### src/rtl/wk_pkg.sv
package wk_pkg;

  // Strobes from the control unit to the per-cell datapath
  typedef struct packed {
    logic clear;   // start accepted: wipe every cell
    logic sample;  // ramp running: look for comparator changes
    logic atFull;  // counter sits at full scale this cycle
  } wkStrobe_t;

endpackage

### src/rtl/wk_ctrl.sv
module wk_ctrl
  import wk_pkg::*;
#(
  parameter int NUM_CELLS = 8,
  parameter int CNT_W     = 12
) (
  input  logic                         clk,
  input  logic                         rstN,
  input  logic                         startPulse,
  input  logic                         allHit,
  output wkStrobe_t                    strobe,
  output logic                         rampRun,
  output logic [CNT_W-1:0]             dacCode,
  output logic                         convDone,
  output logic                         rdValid,
  output logic [$clog2(NUM_CELLS)-1:0] rdIndex
);

  localparam int IDX_W = $clog2(NUM_CELLS);
  localparam logic [CNT_W-1:0] CNT_MAX  = {CNT_W{1'b1}};
  localparam logic [IDX_W-1:0] LAST_IDX = IDX_W'(NUM_CELLS - 1);

  typedef enum logic [1:0] {ST_IDLE, ST_CONV, ST_READ} wkState_t;

  wkState_t         state;
  logic [CNT_W-1:0] rampCnt;
  logic [IDX_W-1:0] readIdx;
  logic             donePulse;
  logic             convEnd;

  always_comb begin
    strobe.clear  = startPulse && (state != ST_CONV);
    strobe.sample = (state == ST_CONV);
    strobe.atFull = (state == ST_CONV) && (rampCnt == CNT_MAX);
    convEnd       = strobe.sample && (allHit || (rampCnt == CNT_MAX));
  end

  always_ff @(posedge clk or negedge rstN) begin
    if (!rstN) begin
      state     <= ST_IDLE;
      rampCnt   <= '0;
      readIdx   <= '0;
      donePulse <= 1'b0;
    end else begin
      donePulse <= convEnd;
      if (strobe.clear) begin
        state   <= ST_CONV;
        rampCnt <= '0;
        readIdx <= '0;
      end else begin
        case (state)
          ST_CONV: begin
            if (convEnd) begin
              state   <= ST_READ;
              readIdx <= '0;
            end else begin
              rampCnt <= rampCnt + 1'b1;
            end
          end
          ST_READ: begin
            if (readIdx == LAST_IDX) state <= ST_IDLE;
            else readIdx <= readIdx + 1'b1;
          end
          default: state <= ST_IDLE;
        endcase
      end
    end
  end

  assign rampRun  = (state == ST_CONV);
  assign rdValid  = (state == ST_READ);
  assign dacCode  = rampCnt;
  assign convDone = donePulse;
  assign rdIndex  = readIdx;

endmodule

### src/rtl/wk_datapath.sv
module wk_datapath
  import wk_pkg::*;
#(
  parameter int NUM_CELLS = 8,
  parameter int CNT_W     = 12
) (
  input  logic                         clk,
  input  logic                         rstN,
  input  wkStrobe_t                    strobe,
  input  logic [NUM_CELLS-1:0]         cmpIn,
  input  logic [CNT_W-1:0]             dacCode,
  input  logic [$clog2(NUM_CELLS)-1:0] rdIndex,
  output logic                         allHit,
  output logic [CNT_W-1:0]             rdCode,
  output logic                         rdOverflow
);

  localparam logic [CNT_W-1:0] CNT_MAX = {CNT_W{1'b1}};

  logic [NUM_CELLS-1:0]            hitNow;
  logic [NUM_CELLS-1:0]            hitVec;
  logic [NUM_CELLS-1:0]            ovfVec;
  logic [NUM_CELLS-1:0][CNT_W-1:0] codeVec;

  for (genvar c = 0; c < NUM_CELLS; c++) begin : g_cell
    logic             prevLvl;
    logic             hitFlag;
    logic             ovfFlag;
    logic [CNT_W-1:0] cellCode;

    // first level change since the ramp began
    assign hitNow[c] = strobe.sample && !hitFlag && (cmpIn[c] != prevLvl);

    always_ff @(posedge clk or negedge rstN) begin
      if (!rstN) begin
        prevLvl  <= 1'b0;
        hitFlag  <= 1'b0;
        ovfFlag  <= 1'b0;
        cellCode <= '0;
      end else if (strobe.clear) begin
        prevLvl  <= cmpIn[c];
        hitFlag  <= 1'b0;
        ovfFlag  <= 1'b0;
        cellCode <= '0;
      end else if (strobe.sample) begin
        prevLvl <= cmpIn[c];
        if (hitNow[c]) begin
          hitFlag  <= 1'b1;
          cellCode <= dacCode;
        end else if (strobe.atFull && !hitFlag) begin
          ovfFlag  <= 1'b1;
          cellCode <= CNT_MAX;
        end
      end
    end

    assign hitVec[c]  = hitFlag;
    assign ovfVec[c]  = ovfFlag;
    assign codeVec[c] = cellCode;
  end

  assign allHit     = &(hitVec | hitNow);
  assign rdCode     = codeVec[rdIndex];
  assign rdOverflow = ovfVec[rdIndex];

endmodule

### src/rtl/wk_converter.sv
module wk_converter
  import wk_pkg::*;
#(
  parameter int NUM_CELLS = 8,
  parameter int CNT_W     = 12
) (
  input  logic                         clk,
  input  logic                         rstN,
  input  logic                         startPulse,
  input  logic [NUM_CELLS-1:0]         cmpIn,
  output logic                         rampRun,
  output logic [CNT_W-1:0]             dacCode,
  output logic                         convDone,
  output logic                         rdValid,
  output logic [$clog2(NUM_CELLS)-1:0] rdIndex,
  output logic [CNT_W-1:0]             rdCode,
  output logic                         rdOverflow
);

  wkStrobe_t strobe;
  logic      allHit;

  wk_ctrl #(.NUM_CELLS(NUM_CELLS), .CNT_W(CNT_W)) ctrlInst (
    .clk        (clk),
    .rstN       (rstN),
    .startPulse (startPulse),
    .allHit     (allHit),
    .strobe     (strobe),
    .rampRun    (rampRun),
    .dacCode    (dacCode),
    .convDone   (convDone),
    .rdValid    (rdValid),
    .rdIndex    (rdIndex)
  );

  wk_datapath #(.NUM_CELLS(NUM_CELLS), .CNT_W(CNT_W)) dpInst (
    .clk        (clk),
    .rstN       (rstN),
    .strobe     (strobe),
    .cmpIn      (cmpIn),
    .dacCode    (dacCode),
    .rdIndex    (rdIndex),
    .allHit     (allHit),
    .rdCode     (rdCode),
    .rdOverflow (rdOverflow)
  );

endmodule

### config.mk
export PLATFORM = sky130hd
export DESIGN_NAME = wk_converter
export DESIGN_NICKNAME = d
export VERILOG_FILES = /design/src/rtl/wk_pkg.sv /design/src/rtl/wk_ctrl.sv /design/src/rtl/wk_datapath.sv /design/src/rtl/wk_converter.sv
export SDC_FILE = /design/constraint.sdc
export NUM_CORES = 1
export LEC_CHECK = 0
export ABC_CLOCK_PERIOD_IN_PS = 2600
export BUFFER_PORTS_ARGS = -buffer_cell sky130_fd_sc_hd__buf_4
export CELL_PAD_IN_SITES_DETAIL_PLACEMENT = 1
export CELL_PAD_IN_SITES_GLOBAL_PLACEMENT = 2
export CORE_MARGIN = 2
export CORE_UTILIZATION = 40
export CTS_BUF_LIST = sky130_fd_sc_hd__clkbuf_16
export DETAILED_ROUTE_END_ITERATION = 6
export GPL_TIMING_DRIVEN = 0
export PLACE_DENSITY = 0.87
export SLEW_MARGIN = 20
export SYNTH_ARGS = -nofsm -noshare
export SYNTH_HDL_FRONTEND = slang
export SYNTH_SLANG_ARGS = --single-unit
export TNS_END_PERCENT = 50
### constraint.sdc
create_clock -name clk -period 2.6 [get_ports clk]
set_input_delay 0.13 -clock clk [delete_from_list [all_inputs] [get_ports clk]]
set_output_delay 0.13 -clock clk [all_outputs]
set_load 0.005 [all_outputs]
Word-level counts from Yosys, hierarchy flattened
Index checks and enable logic that the tools add are counted.
W data, S select, Z words.
{"block": "classes", "addsub": 2, "order_cmp": 1, "n_eq_ne": 25, "n_mux": 119, "n_bitwise": 1, "n_reduce_logical": 90}
{"op": "$mux W12", "n": 36}
{"op": "$mux W1", "n": 73}
{"op": "$bmux W12 S3", "n": 1}
{"op": "$reduce_and A2 Y1", "n": 18}
{"op": "$reduce_bool A2 Y1", "n": 17}
{"op": "$logic_and A1 B1 Y1", "n": 27}
{"op": "$reduce_and A3 Y1", "n": 9}
{"op": "$reduce_bool A3 Y1", "n": 9}
{"op": "$ne A2 B2 Y1 const B", "n": 8}
{"op": "$add A12 B1 Y12 const B", "n": 1}
{"op": "$eq A12 B12 Y1 const B", "n": 1}
{"op": "$mux W3", "n": 3}
{"op": "$logic_not A1 Y1", "n": 8}
{"op": "$ne A1 B1 Y1", "n": 8}
{"op": "$or A8 B8 Y8", "n": 1}
{"op": "$reduce_and A8 Y1", "n": 1}
{"op": "$mux W2", "n": 3}
{"op": "$ne A3 B1 Y1 const B", "n": 2}
{"op": "$pmux W3 S2", "n": 1}
{"op": "$lt A3 B4 Y1 const B", "n": 1}
{"op": "$ne A2 B1 Y1 const B", "n": 2}
{"op": "$pmux W2 S2", "n": 1}
{"op": "$add A3 B1 Y3 const B", "n": 1}
{"op": "$bmux W1 S3", "n": 1}
{"op": "other kinds (5)", "n": 5}
{"block": "totals", "regBits": 138, "output_inout_bits": 31}

Logic depth before layout (Yosys ltp)
Gate-level depths: netlist of the first run.
{"block": "depth", "word_depth": 10, "mapped_depth": 10, "ltp_nobuf": 8}

By module
From an unflattened synthesis of the first run, not the netlist that was laid out.
{"block": "unflattened", "cells_unflattened": 597, "area_unflattened_um2": 7214.4}
{"mod": "wk_datapath", "n_inst": 1, "cells_each": 494, "area_each_um2": 6155.9, "seq_area_each_um2": 3002.9}
{"mod": "wk_ctrl", "n_inst": 1, "cells_each": 103, "area_each_um2": 1058.5, "seq_area_each_um2": 450.4}

Worst setup path before layout of the first run
No wires, ideal clock.
{"block": "synth_timing", "kind": "reg2reg", "from": "register ctrlInst.state[1]", "to": "register ctrlInst.state[1]", "setup_time_ps": 125, "arrival_time_ps": 1987, "path_slack_ps": 488, "stages_incl_launch_ff": 9, "period_less_slack_ps": 2112, "path_cell_list": "dfrtp_1 inv_1 ha_1 buf_2 nand3_2 a2111oi_4 a211oi_2 a31oi_1 mux2_2"}
{"block": "synth_between", "elab_chain_len": 9}
{"item": "from (decl)", "line_no": "wk_ctrl.sv:25", "rtl": "wkState_t state;"}
{"item": "from (signal assigned)", "line_no": "wk_ctrl.sv:40", "rtl": "state <= ST_IDLE;"}
{"item": "from (signal assigned)", "line_no": "wk_ctrl.sv:47", "rtl": "state <= ST_CONV;"}
{"item": "from (signal assigned)", "line_no": "wk_ctrl.sv:54", "rtl": "state <= ST_READ;"}
{"item": "$eq A2 B1 Y1 (*)"}
{"item": "named net rampRun", "line_no": "wk_converter.sv:11", "rtl": "output logic rampRun,"}
{"item": "$logic_and A1 B1 Y1 (2 in a row)", "line_no": "wk_datapath.sv:32", "rtl": "assign hitNow[c] = strobe.sample && !hitFlag && (cmpIn[c] != prevLvl);"}
{"item": "$or A8 B8 Y8", "line_no": "wk_datapath.sv:62", "rtl": "assign allHit = &(hitVec | hitNow);"}
{"item": "$reduce_and A8 Y1", "line_no": "wk_datapath.sv:62"}
{"item": "$logic_or A1 B1 Y1", "line_no": "wk_ctrl.sv:35", "rtl": "convEnd = strobe.sample && (allHit || (rampCnt == CNT_MAX));"}
{"item": "$logic_and A1 B1 Y1", "line_no": "wk_ctrl.sv:35"}
{"item": "$ne A3 B1 Y1 (no line)"}
{"item": "$reduce_and A2 Y1 (no line)"}
The timed path passes the listed nets; every way through them passes the cells marked *.
A chain may end at the register's enable or synchronous reset.

Final worst setup path of the first run
{"block": "layout_timing", "from": "register ctrlInst.state[1]", "to": "register ctrlInst.state[1]"}
{"block": "layout_between", "elab_chain_len": 9}
{"item": "$eq A2 B1 Y1", "line_no": "wk_ctrl.sv:33, wk_ctrl.sv:51"}
{"item": "$logic_and A1 B1 Y1 (2 in a row)", "line_no": "wk_datapath.sv:32"}
{"item": "$or A8 B8 Y8", "line_no": "wk_datapath.sv:62"}
{"item": "$reduce_and A8 Y1", "line_no": "wk_datapath.sv:62"}
{"item": "$logic_or A1 B1 Y1", "line_no": "wk_ctrl.sv:35"}
{"item": "$logic_and A1 B1 Y1", "line_no": "wk_ctrl.sv:35"}
{"item": "$ne A3 B1 Y1 (no line)"}
{"item": "$reduce_and A2 Y1 (no line)"}
Parallel ways exist; a longest one is shown, timed or not.

==> impl_results.md, run 1 <==
- Status: finished, final reports clean
- Period minus WS final: 2.48 ns
- Routed Antenna Nets: 0
- Clock latency at the later pin of the worst-skew pair: 0.42 ns
- Peak supply drop: 0.672 mV
- CTS Root Cell: clkbuf_16
- Ys async rst share: 100%
- Via count: 5503
- Hold WC Path Type: input port to asynchronous set/reset pin
- Via density per instance: 5.71
- Final Cycle Share: 95.5%
- Vias in the first global route: 6022
- Fin nets: 748
- Clock skew: 0.00693 ns
- Post-CTS setup buffer count: 0
- Total wire length: 21400 um
- CP Class: register to register
- Clock-pin slew on the worst setup and hold paths: 0.06 ns
- Leakage power: 3.54 nW
- I/O Buffers: 41
- Hold Vio Cnt, Final: 0
- DRC viols: 0
- WL per Instance: 22.2 um
- Mapped Nets: 677
- Largest net degree at the start of global routing: 77
- Total GRT Usage: 25.0%
- Commonest cells in the netlist: o21ai_0, dfrtp_1, nand2_1
- Tot Pwr: 9.91 mW
- Cell Area, Synth: 0.00682 sq mm
- Worst-Margin Slew: 0.718 ns
- Critical Path RT: 2.91 ns
- CP peak stage delay: 0.48 ns
- Area contributors post-synth: dfrtp_1, o21ai_0, mux4_2, nand2_1, mux2_2
- Initial antenna violation count: 0
- CP Launch Type: register
- Initial DRC count: 332
- Post-Synthesis Cells: 660
- Hold slack final: 0.243 ns
- FP Rows: 47
- Global route total overflow: 0
- Pre-antenna DRT Iters: 4
- Post-synthesis average cell area: 10.3 sq um
- Area Overhead vs Synth: 19.0%
- Most used DFF post-synth: dfrtp_1
- Worst Path Max Fanout: 10
- Die ar.: 0.0181 sq mm
- Final Max Slew Viols: 0
- Starting density of the core: 41.0%
- Share of post-route cells with drive strength above 1: 20.6%
- Max cap viols: 0
- Core ar.: 0.0166 sq mm
- Unrepaired setup endpoints after global routing: yes
- EDFF count, synth: 0
- Post-synth cell types: 40
- Worst rel slew slack: 52.0%
- IO Pins: 42
- Final setup violating endpoints: 0
- CTS sink cnt: 138
- Yosys reg bits: 138
- Most common cell in the netlist: o21ai_0
- Sequential area share after synthesis: 50.7%
- PwrDens: 1220 mW/mm^2
- Yosys warnings: 0
- CP endpoint kind: register
- Fmax: 403 MHz
- Max clock buf depth: 2
- Worst path slowest cell: a2111oi_4
- Synth top area share: 50.7%
- First-pass GRT wire length: 34000 um
- CTS H-Tree Depth: 4
- Fill count: 1830
- RePlAce Congestion: 0.822
- Chip height: 135 um
- Num CTS Buffers: 17
- CTS tree: built
- Critical path arrival: 2.79 ns
- DP HPWL: 15200 um
- Leading area contributor after synthesis: dfrtp_1
- Chip width: 135 um
- Diodes inserted: 0
- CP cell instances: inv_1 > ha_1 > buf_2 > nand3_2 > a2111oi_4 > a211oi_2 > a31oi_1 > mux2_2
[worst paths after layout]
path,from,endpoint,slack (ns),depth (start not counted)
max in group asynchronous,rstN,dpInst.g_cell[1].hitFlag,1.59,3
hold / removal,rstN,dpInst.g_cell[4].cellCode[6],0.24,2
setup / recovery,ctrlInst.state[1],ctrlInst.state[1],0.12,8
setup reg to reg,ctrlInst.state[1],ctrlInst.state[1],0.12,8
hold reg to reg,dpInst.g_cell[6].cellCode[5],dpInst.g_cell[6].cellCode[5],0.48,2
min in group clk,dpInst.g_cell[6].cellCode[5],dpInst.g_cell[6].cellCode[5],0.48,2
[state kept, by name, indices dropped and copies added, names as in the netlist]
| name | flops |
|---|---|
| dpInst.g_cell.prevLvl | 8 |
| ctrlInst.dacCode | 12 |
| ctrlInst.rdIndex | 3 |
| dpInst.g_cell.ovfFlag | 8 |
| ctrlInst.convDone | 1 |
| dpInst.g_cell.hitFlag | 8 |
| ctrlInst.state | 2 |
| dpInst.g_cell.cellCode | 96 |
[layout make-up]
class                   count  area, sq um  area share (%)
repair buffers             52          443            5.46
plain buffers              62          287            3.53
inverters                  30          113            1.39
clock inverters            15          115            1.42
clock buffers              17          425            5.24
well taps                 220          275            3.39
flip-flops and latches    138         3450            42.6
multi-input cells         430         3000            37.0
[layer usage]
metal | up-vias | GRT usage [%] | part of all wire [%]
li1 | 2494 | - | -
met1 | 2841 | 32.1 | 43
met2 | 139 | 43.1 | 50
met3 | 29 | 5.29 | 4.4
met4 | 0 | 6.78 | 1.9
met5 | - | 0 | 0
[kinds of logic (layout without fill, tap and decap cells)]
family / count (synthesis) / count (layout) / synth area share, %
simple gates: 133 / 133 / 8.88
buf+inv: 92 / 176 / 5.38
fa+ha+maj: 6 / 6 / 1.10
flops: 138 / 138 / 50.7
compound gates: 224 / 224 / 19.1
xor+xnor: 8 / 8 / 1.03
mux: 59 / 59 / 13.9
[critical path: cells and delay by family (launching register included)]
kind / cells / cell delay [ns]
adders and majority gates: 1 / 0.16
muxes: 1 / 0.35
DFF: 1 / 0.39
buffers and inverters: 2 / 0.33
and+or+nand+nor: 1 / 0.24
AOI/OAI and AO/OA: 3 / 0.89
[timing repair]
action	4_1_cts	5_1_grt
endpoints found under the setup margin	24	99
resized for setup	7	22
hold buffers	10	0
endpoints found under the hold margin	71	0
[power breakdown]
group	total (mW)	switching, mW	internal, mW
registers	3.42	0.486	2.94
logic	4.22	2.55	1.67
clock network	2.26	0.892	1.37
total	9.91	3.93	5.98
[through the flow]
stage               cell area [sq um]  std cells  setup slack [ns]  setup TNS (ns)  utilization, %
CTS                              8090        964            0.0336               0            48.6
detailed placement               7430        922           0.00256               0            44.7
global route                     8110        964          -0.00870        -0.00870            48.8
global placement                 7400        921            0.0483               0            44.5
finish                           8110        964             0.118               0            48.8
floorplan                        6820        660             0.488               0               -
[cell usage in the layout, fill, tap and decap left out, drive strengths merged, types with 2 or more instances in the layout]
cell type,synthesis,routed
clkbuf,47,66
nand3,5,5
o311a,5,5
and3,4,4
nand3b,7,7
dlygate4sd3,0,10
a21oi,27,27
dfrtp,138,138
o221a,8,8
clkinv,0,11
mux2,22,22
inv,30,31
nor2,11,11
nand4,4,4
buf,15,55
and2,2,2
o21ai,156,156
bufinv,0,2
o211ai,18,18
xor2,8,8
a22o,2,2
a31oi,4,4
mux2i,11,11
nand2,93,93
ha,6,6
mux4,26,26
Power figures use the tool's default switching activity.
==> inputs of run 2 (changes only) <==
--- a/config.mk
+++ b/config.mk
@@ -8,13 +8,14 @@
 export ABC_CLOCK_PERIOD_IN_PS = 2600
 export BUFFER_PORTS_ARGS = -buffer_cell sky130_fd_sc_hd__buf_4
 export CELL_PAD_IN_SITES_DETAIL_PLACEMENT = 1
-export CELL_PAD_IN_SITES_GLOBAL_PLACEMENT = 2
+export CELL_PAD_IN_SITES_GLOBAL_PLACEMENT = 1
 export CORE_MARGIN = 2
-export CORE_UTILIZATION = 40
+export CORE_UTILIZATION = 45
 export CTS_BUF_LIST = sky130_fd_sc_hd__clkbuf_16
 export DETAILED_ROUTE_END_ITERATION = 6
 export GPL_TIMING_DRIVEN = 0
-export PLACE_DENSITY = 0.87
+export PLACE_DENSITY = 0.82
+export SKIP_LAST_GASP = 1
 export SLEW_MARGIN = 20
 export SYNTH_ARGS = -nofsm -noshare
 export SYNTH_HDL_FRONTEND = slang
==> run 2 against run 1 <==
Effect of this change: first-iteration DRC count is 48% higher; sequential power is essentially flat; total power is 2.9% higher; critical path depth fell by 3; die area shrank 11%; clock-buffer cell count unchanged; hold slack worse by 0.030 ns; final cell count fell by 3.7%; combinational power up 2%; non-clock buffer count is the same; largest power group unchanged; highest routed layer unchanged.
==> impl_results.md, run 2 (synthesis gave the netlist of run 1 again) <==
- IO Pins: 42
- DRC viols: 0
- Max clock buf depth: 2
- CTS Root Cell: clkbuf_16
- Pre-antenna DRT Iters: 5
- Peak supply drop: 0.568 mV
- Die ar.: 0.0161 sq mm
- Critical path arrival: 2.43 ns
- Final Cycle Share: 98.5%
- CP peak stage delay: 0.41 ns
- Leakage power: 3.56 nW
- Num CTS Buffers: 17
- Reg2Reg Launch Point: ctrlInst.state[1]
- Routed Antenna Nets: 0
- Vias in the first global route: 6142
- Reg2reg end: dpInst.g_cell[6].ovfFlag
- CTS sink cnt: 138
- Diodes inserted: 0
- Most frequent cells in the layout: o21ai_0, dfrtp_1, nand2_1
- CP Launch Type: register
- FP Rows: 44
- Fmax: 390 MHz
- Clock skew: 0.0191 ns
- Most common cell on crit path: clkbuf_2
- Total GRT Usage: 28.8%
- Largest delay share family, worst path: buffers and inverters
- PwrDens: 1260 mW/mm^2
- Initial antenna violation count: 0
- Slack of the critical path: 0.0390 ns
- Worst rel slew slack: 47.2%
- First-pass GRT wire length: 34900 um
- Share of post-route cells with drive strength above 1: 21.6%
- TNS Setup: 0 ns
- Worst-Margin Slew: 0.789 ns
- CP Class: register to output pin
- Final setup violating endpoints: 0
- Worst Path Buf+Inv: 3
- Clock-pin slew on the worst setup and hold paths: 0.06 ns
- Biggest register: dpInst.g_cell.cellCode
- Max cap viols: 0
- CTS H-Tree Depth: 4
- Initial DRC count: 490
- Critical Path RT: 2.47 ns
- Chip height: 127 um
- Fin nets: 748
- WL per Instance: 23.9 um
- R2R setup slack: 0.14 ns
- Hold WC Path Type: input port to asynchronous set/reset pin
- Worst R2R Path Depth: 10
- Period minus WS final: 2.56 ns
- CP endpoint kind: output pin
- Core ar.: 0.0146 sq mm
- Total wire length: 22200 um
- Most common cell after layout, fill and taps aside: o21ai_0
- Hold slack final: 0.213 ns
- Setup slack at placement: 0.0420 ns
- Worst Path Max Fanout: 10
- Global route total overflow: 0
- Final Max Slew Viols: 0
- RePlAce Congestion: 0.879
- Via density per instance: 6.14
- Via count: 5702
- Tot Pwr: 10.2 mW
- Chip width: 127 um
- Clock latency at the later pin of the worst-skew pair: 0.45 ns
- Worst path slowest cell: clkbuf_2
- I/O Buffers: 41
- CP startpoint: ctrlInst.rdIndex[1]
- CP cell instances: clkbuf_2 > clkbuf_2 > mux4_2 > mux2_2 > buf_4
- DP HPWL: 15200 um
- CTS tree: built
- Largest net degree at the start of global routing: 83
- Status: finished, final reports clean
- Max FFs per register: 96
- Starting density of the core: 46.5%
- Unrepaired setup endpoints after global routing: yes
- Area Overhead vs Synth: 18.9%
- Hold Vio Cnt, Final: 0
## run 2: cell count changes in the layout (fill, tap and decap cells not counted)
cell and change:
buf_6 -2, clkinv_1 -7, buf_4 +2, clkinvlp_4 +3
clkbuf_1 -2, bufinv_16 +1, inv_1 -1, clkinv_2 +4
buf_1 +2
## run 2: through the flow
stage	util, %	cell area, sq um	std cells
global route	55.3	8100	928
detailed placement	50.5	7390	886
floorplan	-	6820	660
CTS	55.2	8080	928
finish	55.3	8100	928
global placement	50.2	7350	885
## run 2: routing by layer
layer	global-route usage [%]	wire (um)	vias up
met5	0	0	-
met4	9.63	471	0
met3	4.73	983	44
met2	49.3	11400	168
met1	37.4	9290	2997
li1	-	-	2493
## run 2: layout make-up
class / count / area [sq um]
Clock inverter: 15 / 158
Fill cell: 1611 / 6540
Inverter: 30 / 113
Timing Repair Buffer: 52 / 443
Buffer: 62 / 279
Multi-Input combinational cell: 430 / 3000
Sequential cell: 138 / 3450
Clock buffer: 17 / 425
Tap cell: 184 / 230
## run 2: power breakdown
part | internal [mW] | switching (mW)
clock | 1.49 | 0.971
combinational | 1.66 | 2.65
sequential | 2.94 | 0.492
## run 2: worst max path at each step
stage                                    end  slack (ns)  cells past startpoint
floorplan                  ctrlInst.state[1]        0.49                      8
global placement           ctrlInst.state[1]        0.13                      8
detailed placement                 rdCode[4]        0.04                      5
CTS                        ctrlInst.state[1]       -0.03                      8
global route        dpInst.g_cell[5].ovfFlag       -0.06                     10
finish                             rdCode[4]        0.04                      5
## run 2: what timing repair did
item,CTS,global route
endpoints found under the hold margin,65,0
pin swaps,0,0
gates resized for setup,6,23
hold buffers,10,0
endpoints found under the setup margin,17,102
buffers inserted,0,0
## run 2: worst register-to-register path, stage by stage, from the launching register on
cell and delay [ns]:
dfrtp_1 0.39, inv_1 0.08, ha_1 0.18, buf_2 0.24, inv_1 0.08, nand2_1 0.18, buf_2 0.28, buf_1 0.47
nand2_1 0.16, a31oi_1 0.20, nor2_1 0.06
==> inputs of run 3 (changes only) <==
--- a/config.mk
+++ b/config.mk
@@ -15,6 +15,7 @@
 export DETAILED_ROUTE_END_ITERATION = 6
 export GPL_TIMING_DRIVEN = 0
 export PLACE_DENSITY = 0.82
+export SETUP_SLACK_MARGIN = 0.5
 export SKIP_LAST_GASP = 1
 export SLEW_MARGIN = 20
 export SYNTH_ARGS = -nofsm -noshare
==> run 3 against run 2 <==
Effect of this change: wire length increased by 11%; sequential cell count unchanged; fmax increased by 11%; hold slack improved by 0.090 ns; via count increased by 4.9%; critical path depth increased by 7; clock-buffer cell count unchanged; die area unchanged; global-route usage increased by 0.24 points; clock skew decreased by 0.012 ns; largest power group unchanged; highest routed layer unchanged; design area increased by 8.4%; clock power decreased by 12%.
==> impl_results.md, run 3 (synthesis gave the netlist of run 1 again) <==
- Status: finished, final reports clean
- IO Pins: 42
- Worst rel slew slack: 53.2%
- Biggest register: dpInst.g_cell.cellCode
- Final Max Slew Viols: 0
- Vias in the first global route: 6291
- Max cap viols: 0
- Area Overhead vs Synth: 28.9%
- Leakage power: 3.90 nW
- Worst Path Max Fanout: 10
- Initial DRC count: 730
- Peak supply drop: 0.669 mV
- CTS H-Tree Depth: 4
- Final Cycle Share: 88.5%
- PwrDens: 1270 mW/mm^2
- Max FFs per register: 96
- DRC viols: 0
- CP endpoint kind: register
- Chip width: 127 um
- Clock latency at the later pin of the worst-skew pair: 0.43 ns
- Setup slack at placement: 0.0469 ns
- Most common cell after layout, fill and taps aside: o21ai_0
- Max clock buf depth: 2
- Hold WC Path Type: input port to asynchronous set/reset pin
- Routed Antenna Nets: 0
- CTS tree: built
- WL per Instance: 25.6 um
- Clock-pin slew on the worst setup and hold paths: 0.06 ns
- CTS sink cnt: 138
- First-pass GRT wire length: 35300 um
- I/O Buffers: 41
- Critical path arrival: 2.65 ns
- Clock skew: 0.00683 ns
- Tot Pwr: 11.2 mW
- Via density per instance: 6.23
- CP Class: register to register
- Worst path slowest cell: dfrtp_1
- Chip height: 127 um
- Via count: 5980
- Final setup violating endpoints: 0
- TNS Setup: 0 ns
- Pre-antenna DRT Iters: 5
- Die ar.: 0.0161 sq mm
- Critical Path RT: 2.95 ns
- Worst-Margin Slew: 0.702 ns
- Total wire length: 24600 um
- Hold slack final: 0.304 ns
- CP Launch Type: register
- Share of post-route cells with drive strength above 1: 30.0%
- CP cell instances: inv_2 > ha_4 > buf_8 > buf_4 > inv_2 > buf_8 > or2_4 > o211ai_1 > buf_4 > buf_6 > o211ai_1 > o21ai_1
- Slack of the critical path: 0.299 ns
- Largest net degree at the start of global routing: 83
- CTS Root Cell: clkbuf_16
- Final core occ: 60.0%
- DP HPWL: 15000 um
- Core ar.: 0.0146 sq mm
- Most frequent cells in the layout: o21ai_0, dfrtp_1, nand2_1
- RePlAce Congestion: 0.875
- Period minus WS final: 2.30 ns
- Fmax: 435 MHz
- Global route total overflow: 0
- Unrepaired setup endpoints after global routing: yes
- Total GRT Usage: 29.0%
- FP Rows: 44
- Diodes inserted: 0
- CP peak stage delay: 0.38 ns
- Fin nets: 782
- Hold Vio Cnt, Final: 0
- Initial antenna violation count: 0
- Starting density of the core: 46.5%
- Num CTS Buffers: 17
==> run 3: changes by cell type in the layout (fill, tap and decap cells not counted), sizes merged <==
cell      before  now
buf           57   94
bufinv         3    1
clkbuf        64   61
clkinv         8    5
clkinvlp       4    0
inv           30   37
==> run 3: per-stage QoR <==
step | instance area, sq um | instances
after floorplan | 6820 | 660
after global placement | 7360 | 885
after detailed placement | 7390 | 886
after CTS | 8390 | 940
after global routing | 8780 | 960
final | 8780 | 960
==> run 3: layer usage <==
metal	GRT usage, %	vias to the layer above	wire length (um)
met5	0	-	0
met4	13.1	0	880
met3	6.16	54	1220
met2	48.7	224	12500
met1	36.3	3146	9970
li1	-	2556	-
==> run 3: where the power goes <==
part	internal [mW]	switching [mW]	leakage, nW
Sequential	2.94	0.542	1.77
Combinational	2.46	3.09	1.86
Clock	1.26	0.897	0.271
==> run 3: final timing paths <==
kind,start,end,slack (ns),cells past startpoint
worst max-delay path,ctrlInst.state[1],dpInst.g_cell[7].cellCode[10],0.30,12
max in group asynchronous,rstN,dpInst.g_cell[2].cellCode[3],1.58,3
min in group clk,dpInst.g_cell[6].cellCode[1],dpInst.g_cell[6].cellCode[1],0.48,2
worst min register to register,dpInst.g_cell[6].cellCode[1],dpInst.g_cell[6].cellCode[1],0.48,2
worst min-delay path,rstN,dpInst.g_cell[4].cellCode[9],0.30,2
worst max register to register,ctrlInst.state[1],dpInst.g_cell[7].cellCode[10],0.30,12
==> run 3: critical path, delay by kind of cell (launching register included) <==
kind                     cells  cell delay, ns
buffers and inverters        7            0.85
flip-flops                   1            0.38
adder cells (fa/ha/maj)      1            0.18
AND/OR/NAND/NOR              1            0.26
AO/OA/AOI/OAI                3            0.53
==> run 3: area by class of cell <==
cell class / count / area, sq um
Fill cell: 1545 / 5860
Timing Repair Buffer: 86 / 795
Sequential cell: 138 / 3450
Inverter: 30 / 113
Tap cell: 184 / 230
Buffer: 62 / 443
Clock buffer: 17 / 425
Multi-Input combinational cell: 430 / 3250
Clock inverter: 13 / 76.3
==> run 3: what timing repair did <==
action	4_1_cts	5_1_grt
buffers inserted	12	16
pin swaps	7	10
endpoints found under the hold margin	90	0
hold buffers	10	0
resized for setup	91	93
endpoints found under the setup margin	139	124
gates cloned	2	4
